--- src/rtl/i2s_tx_pkg.sv ---
package i2s_tx_pkg;
  typedef enum logic {
    FILL_ZERO   = 1'b0,
    FILL_REPEAT = 1'b1
  } fill_mode_e;

  typedef struct packed {
    logic rise;
    logic fall;
  } edge_ev_t;
endpackage

--- src/rtl/i2s_edge_sync.sv ---
module i2s_edge_sync
  import i2s_tx_pkg::*;
#(
  parameter int   STAGES  = 2,
  parameter logic RST_VAL = 1'b1
) (
  input  logic     clk_i,
  input  logic     rst_ni,
  input  logic     din_i,
  output edge_ev_t ev_o
);
  logic [STAGES-1:0] sync_q;
  logic              prev_q;

  always_ff @(posedge clk_i or negedge rst_ni) begin
    if (!rst_ni) begin
      sync_q <= {STAGES{RST_VAL}};
      prev_q <= RST_VAL;
    end else begin
      sync_q <= {sync_q[STAGES-2:0], din_i};
      prev_q <= sync_q[STAGES-1];
    end
  end

  assign ev_o.rise = sync_q[STAGES-1] & ~prev_q;
  assign ev_o.fall = ~sync_q[STAGES-1] & prev_q;
endmodule

--- src/rtl/i2s_tx_hold.sv ---
module i2s_tx_hold #(
  parameter int DATA_W = 16
) (
  input  logic              clk_i,
  input  logic              rst_ni,
  input  logic              wr_i,
  input  logic [DATA_W-1:0] wdata_i,
  input  logic              take_i,
  output logic [DATA_W-1:0] word_o,
  output logic              txe_o
);
  logic [DATA_W-1:0] data_q;
  logic              empty_q;

  always_ff @(posedge clk_i or negedge rst_ni) begin
    if (!rst_ni) begin
      data_q  <= '0;
      empty_q <= 1'b1;
    end else if (wr_i) begin
      data_q  <= wdata_i;
      empty_q <= 1'b0;
    end else if (take_i) begin
      empty_q <= 1'b1;
    end
  end

  assign word_o = data_q;
  assign txe_o  = empty_q;
endmodule

--- src/rtl/i2s_tx_shift.sv ---
module i2s_tx_shift
  import i2s_tx_pkg::*;
#(
  parameter int         DATA_W = 16,
  parameter fill_mode_e FILL   = FILL_REPEAT
) (
  input  logic              clk_i,
  input  logic              rst_ni,
  input  logic              clr_i,
  input  logic              step_i,
  input  logic              load_real_i,
  input  logic              load_fill_i,
  input  logic [DATA_W-1:0] word_i,
  output logic              sd_o,
  output logic              bsy_o
);
  localparam int CNT_W = $clog2(DATA_W);

  logic [DATA_W-1:0] sh_q, fill_w, next_w;
  logic [CNT_W-1:0]  cnt_q;
  logic              sd_q, bsy_q;

  generate
    if (FILL == FILL_REPEAT) begin : g_repeat
      logic [DATA_W-1:0] last_q;
      always_ff @(posedge clk_i or negedge rst_ni) begin
        if (!rst_ni)          last_q <= '0;
        else if (clr_i)       last_q <= '0;
        else if (load_real_i) last_q <= word_i;
      end
      assign fill_w = last_q;
    end else begin : g_zero
      assign fill_w = '0;
    end
  endgenerate

  assign next_w = load_real_i ? word_i : fill_w;

  always_ff @(posedge clk_i or negedge rst_ni) begin
    if (!rst_ni) begin
      sh_q  <= '0;
      cnt_q <= '0;
      sd_q  <= 1'b0;
      bsy_q <= 1'b0;
    end else if (clr_i) begin
      sh_q  <= '0;
      cnt_q <= '0;
      sd_q  <= 1'b0;
      bsy_q <= 1'b0;
    end else if (step_i) begin
      if (load_real_i || load_fill_i) begin
        sd_q  <= next_w[DATA_W-1];
        sh_q  <= {next_w[DATA_W-2:0], 1'b0};
        cnt_q <= CNT_W'(DATA_W - 1);
        bsy_q <= load_real_i;
      end else if (cnt_q != '0) begin
        sd_q  <= sh_q[DATA_W-1];
        sh_q  <= {sh_q[DATA_W-2:0], 1'b0};
        cnt_q <= cnt_q - 1'b1;
      end else begin
        // LSB period over: word has left the shifter
        sd_q  <= 1'b0;
        bsy_q <= 1'b0;
      end
    end
  end

  assign sd_o  = sd_q;
  assign bsy_o = bsy_q;
endmodule

--- src/rtl/i2s_slave_tx.sv ---
module i2s_slave_tx
  import i2s_tx_pkg::*;
#(
  parameter int         DATA_W      = 16,
  parameter int         SYNC_STAGES = 2,
  parameter fill_mode_e FILL        = FILL_REPEAT
) (
  input  logic              clk_i,
  input  logic              rst_ni,
  input  logic              en_i,
  input  logic              err_ie_i,
  input  logic              sck_i,
  input  logic              ws_i,
  output logic              sd_o,
  input  logic              wr_en_i,
  input  logic [DATA_W-1:0] wr_data_i,
  input  logic              stat_rd_i,
  output logic              txe_o,
  output logic              udr_o,
  output logic              bsy_o,
  output logic              irq_o
);
  edge_ev_t          sck_ev, ws_ev;
  logic [DATA_W-1:0] hold_word;
  logic              hold_empty;
  logic              ws_lvl_q, ws_flag_q, bnd_pend_q, slot_ch_q;
  logic              wait_left_q, started_q, udr_q;
  logic              slot_load, load_real, load_fill, underrun;

  i2s_edge_sync #(.STAGES(SYNC_STAGES), .RST_VAL(1'b1)) i_sck_sync (
    .clk_i (clk_i),
    .rst_ni(rst_ni),
    .din_i (sck_i),
    .ev_o  (sck_ev)
  );

  i2s_edge_sync #(.STAGES(SYNC_STAGES), .RST_VAL(1'b1)) i_ws_sync (
    .clk_i (clk_i),
    .rst_ni(rst_ni),
    .din_i (ws_i),
    .ev_o  (ws_ev)
  );

  // WS change is latched, then acted on at the next rising SCK
  always_ff @(posedge clk_i or negedge rst_ni) begin
    if (!rst_ni) begin
      ws_lvl_q  <= 1'b1;
      ws_flag_q <= 1'b0;
    end else begin
      if (ws_ev.rise || ws_ev.fall) begin
        ws_lvl_q  <= ws_ev.rise;
        ws_flag_q <= 1'b1;
      end else if (sck_ev.rise) begin
        ws_flag_q <= 1'b0;
      end
    end
  end

  assign slot_load = sck_ev.fall && bnd_pend_q;
  assign load_real = slot_load && !hold_empty && (!wait_left_q || !slot_ch_q);
  assign load_fill = slot_load && !load_real;
  assign underrun  = slot_load && hold_empty && started_q;

  always_ff @(posedge clk_i or negedge rst_ni) begin
    if (!rst_ni) begin
      bnd_pend_q  <= 1'b0;
      slot_ch_q   <= 1'b1;
      wait_left_q <= 1'b1;
      started_q   <= 1'b0;
    end else if (!en_i) begin
      bnd_pend_q  <= 1'b0;
      wait_left_q <= 1'b1;
      started_q   <= 1'b0;
    end else begin
      if (sck_ev.rise && ws_flag_q) begin
        bnd_pend_q <= 1'b1;
        slot_ch_q  <= ws_lvl_q;
      end else if (slot_load) begin
        bnd_pend_q <= 1'b0;
      end
      if (load_real) begin
        wait_left_q <= 1'b0;
        started_q   <= 1'b1;
      end else if (underrun) begin
        wait_left_q <= 1'b1;
      end
    end
  end

  always_ff @(posedge clk_i or negedge rst_ni) begin
    if (!rst_ni)        udr_q <= 1'b0;
    else if (underrun)  udr_q <= 1'b1;
    else if (stat_rd_i) udr_q <= 1'b0;
  end

  i2s_tx_hold #(.DATA_W(DATA_W)) i_hold (
    .clk_i  (clk_i),
    .rst_ni (rst_ni),
    .wr_i   (wr_en_i),
    .wdata_i(wr_data_i),
    .take_i (load_real),
    .word_o (hold_word),
    .txe_o  (hold_empty)
  );

  i2s_tx_shift #(.DATA_W(DATA_W), .FILL(FILL)) i_shift (
    .clk_i      (clk_i),
    .rst_ni     (rst_ni),
    .clr_i      (!en_i),
    .step_i     (sck_ev.fall),
    .load_real_i(load_real),
    .load_fill_i(load_fill),
    .word_i     (hold_word),
    .sd_o       (sd_o),
    .bsy_o      (bsy_o)
  );

  assign txe_o = hold_empty;
  assign udr_o = udr_q;
  assign irq_o = udr_q & err_ie_i;
endmodule

--- config.mk ---
export PLATFORM = sky130hd
export DESIGN_NAME = i2s_slave_tx
export DESIGN_NICKNAME = d
export VERILOG_FILES = /design/src/rtl/i2s_tx_pkg.sv /design/src/rtl/i2s_edge_sync.sv /design/src/rtl/i2s_tx_hold.sv /design/src/rtl/i2s_tx_shift.sv /design/src/rtl/i2s_slave_tx.sv
export SDC_FILE = /design/constraint.sdc
export NUM_CORES = 1
export LEC_CHECK = 0
export ABC_AREA = 1
export ABC_CLOCK_PERIOD_IN_PS = 1700
export BUFFER_PORTS_ARGS = -buffer_cell sky130_fd_sc_hd__buf_2
export CORE_ASPECT_RATIO = 1.2
export CORE_MARGIN = 5
export CORE_UTILIZATION = 60
export CTS_BUF_LIST = sky130_fd_sc_hd__clkbuf_4 sky130_fd_sc_hd__clkbuf_8
export CTS_CLUSTER_SIZE = 8
export DETAILED_ROUTE_END_ITERATION = 10
export PLACE_DENSITY = 0.81
export SETUP_SLACK_MARGIN = 0.02
export SLEW_MARGIN = 20
export SYNTH_ARGS = -nofsm -noshare
export SYNTH_HDL_FRONTEND = slang
export SYNTH_SLANG_ARGS = --single-unit
--- constraint.sdc ---
create_clock -name clk_i -period 1.7 [get_ports clk_i]
set_input_delay 0.085 -clock clk_i [delete_from_list [all_inputs] [get_ports clk_i]]
set_output_delay 0.085 -clock clk_i [all_outputs]
set_load 0.01 [all_outputs]
==> impl_metrics.yaml <==
sta:
  fin_crit_ns: 1.58
  maxSlewHeadroom_pct: 69.7
  rsz0062_at_grt: "yes"
  tightestPinTransition_ns: 0.454
  period_share_pct: 93.2
  maxSlewViolCount: 0
  finClkSkew_ns: 0.0138
  clock.fmax_ghz: 0.631
  setup-violations-final: 0
  finalHoldViolCount: 0
  finalSetupTns_ns: 0
synthesis:
  synthesis.area_mm2: 0.00308
  synth_nets: 397
  synthTopCellsByArea: "dfrtp_1, nand2_1, dfstp_2, inv_1, o21bai_1"
  syn_area_per_cell_um2: 8.29
  synth_top_area_share_pct: 46.4
  ys_warn_count: 0
  syn_inst: 371
  yosysTopAreaCell: "dfrtp_1"
  synth_seq_cells: 67
  ys_seq_area_share_pct: 54.9
  synthDistinctLibCells: 22
final_layout:
  final_nets: 452
  fin_cells: 491
  multi_input_area_mm2: 0.00109
  area.growth.synth_to_final_pct: 20.5
  seqCellArea_mm2: 0.00169
  fill_cells: 329
  drive_above_1_share_pct: 20.2
  diodes: 0
place:
  port_buffers: 28
  placed_cells: 452
  hpwl_um: 4100
  gp_congestion: 0.792
worst_hold_path:
  hold_path_class: "in -> reg"
power_and_ir_drop:
  power_density_mw_per_mm2: 1020
  p_leak_nw: 2.07
  vdd_drop_max_v: 0.000790
clocking:
  h-tree-depth: 3
  clockRootBuffer: "clkbuf_8"
  cts_made_buffers: 9
  tritoncts: "done"
  clkTransAtPathRegs_ns: 0.07
  clk_path_buf_depth: 2
  clock_sinks: 67
  clock_latency_ns: 0.34
setup_path:
  worstPathMaxFanout: 15
  cp-end-kind: "register"
  arrival_ns: 1.86
  worstSetupStartpointType: "register"
  worst-setup-path-type: "reg -> reg"
  cp.required_ns: 1.97
die:
  std_cell_rows: 28
  dieWidth_um: 75.4
  fp.coreArea_mm2: 0.00494
  initial_utilization_pct: 62.3
  ioPinCount: 29
  die_y_um: 88.4
  design.die.area_mm2: 0.00667
detailed_routing:
  top_layer_used: "met4"
  route.detailed.drc: 0
  dr_wl_met2_um: 3570
  ant_nets: 0
  drt-met1-wl_um: 2640
  vias_per_cell: 5.03
  vias: 2470
  wl_met3_um: 217
  drt_iter0_markers: 141
  wl_per_cell_um: 13.4
  routed_wl_um: 6580
  firstDrtPassIters: 4
global_route:
  grtUsageTotal_pct: 22.7
  grt_pass1_wl_um: 11200
  antenna_found_initial: 0
  grt-ovfl-total: 0
  grt_pass1_vias: 2550
  grt_max_degree: 34
outcome:
  status: "finished, final reports clean"
flow_run:
  drv_cap: 0
-- stage by stage --
step	hold WS (ns)	util, %	power [mW]	instance area [um2]	setup slack, ns
6_report	0.0229	75.0	3.79	3710	0.116
3_3_place_gp	0.0559	66.6	2.52	3290	0.169
3_5_place_dp	0.0502	66.6	2.54	3290	0.121
5_1_grt	0.0371	75.0	3.99	3710	0.00718
4_1_cts	0.0184	74.4	3.77	3670	0.125
2_1_floorplan	-0.211	-	2.35	3080	0.241
-- final timing paths --
check,start,to,slack [ns],cells after the start
worst min register to register,i_ws_sync.sync_q[0],i_ws_sync.sync_q[1],0.36,0
min in group asynchronous,rst_ni,ws_flag_q,0.21,2
worst min-delay path,en_i,started_q,0.02,3
max in group asynchronous,rst_ni,i_shift.sh_q[7],0.86,3
worst max register to register,i_sck_sync.prev_q,i_shift.sh_q[13],0.12,7
worst max-delay path,i_sck_sync.prev_q,i_shift.sh_q[13],0.12,7
-- placed cells by master (no fill, tap or decap), drive strengths merged --
| master | synthesis | final |
|---|---|---|
| nand2 | 129 | 129 |
| inv | 61 | 61 |
| dfrtp | 57 | 57 |
| buf | 9 | 37 |
| o21ai | 22 | 22 |
| nand3 | 21 | 21 |
| nor2 | 20 | 21 |
| dlygate4sd3 | 0 | 20 |
| o21bai | 15 | 15 |
| or2 | 15 | 15 |
| clkbuf | 5 | 13 |
| dfstp | 10 | 10 |
| a21oi | 5 | 5 |
| ha | 2 | 2 |
| clkinvlp | 0 | 2 |
| clkinv | 0 | 1 |
-- where the power goes --
group / switching (mW) / internal (mW)
combinational: 0.450 / 0.288
clock: 0.603 / 0.622
sequential: 0.0818 / 1.75
total: 1.14 / 2.66
-- area by class of cell --
type | instances | area share (%)
Timing Repair Buffer | 57 | 11.7
Multi-Input combinational cell | 230 | 29.5
Tap cell | 60 | 2.03
Clock inverter | 3 | 0.641
Sequential cell | 67 | 45.6
Clock buffer | 13 | 4.32
Inverter | 61 | 6.25
-- state kept, by name, indices dropped and copies added, names as in the netlist --
signal / cells
i_sck_sync.prev_q: 1
i_hold.word_o: 16
bnd_pend_q: 1
i_shift.cnt_q: 4
ws_flag_q: 1
i_ws_sync.sync_q: 2
ws_lvl_q: 1
i_shift.sd_o: 1
i_ws_sync.prev_q: 1
udr_o: 1
i_hold.txe_o: 1
started_q: 1
i_shift.bsy_o: 1
i_shift.sh_q: 15
wait_left_q: 1
i_sck_sync.sync_q: 2
i_shift.fill_w: 16
slot_ch_q: 1
-- worst max-delay path: stages (launching register included) --
cell and delay (ns):
dfstp_2 0.59, nand3_4 0.19, buf_4 0.25, o21bai_1 0.15, nand3_1 0.14, nand2_1 0.09, nand2_1 0.05, nand2_1 0.05
-- cells in the mapped netlist (all sizes together) --
| cell | n |
|---|---|
| dfrtp | 57 |
| dfstp | 10 |
| nand3 | 21 |
| o21bai | 15 |
| a21oi | 5 |
| clkbuf | 5 |
| buf | 9 |
| o21ai | 22 |
| or2 | 15 |
| nor2 | 20 |
| nand2 | 129 |
| ha | 2 |
| inv | 61 |
-- routing by layer --
layer | track usage [%] | vias up
met5 | 0 | -
met4 | 12.4 | 0
met3 | 3.30 | 12
met2 | 40.6 | 46
met1 | 25.4 | 1188
li1 | - | 1224
-- cell families after synthesis --
logic type / share of synthesized area (%)
and+or+nand+nor: 25.7
buffers and inverters: 10.0
DFF: 54.9
AOI/OAI and AO/OA: 8.54
adders and majority gates: 0.813
-- timing repair --
item | 4_1_cts | 5_1_grt
resized for setup | 0 | 3
setup endpoints to repair | 0 | 15
endpoints found under the hold margin | 30 | 0
hold buffers | 20 | 0
setup buffers | 0 | 2
(Power assumes the default switching activity.)
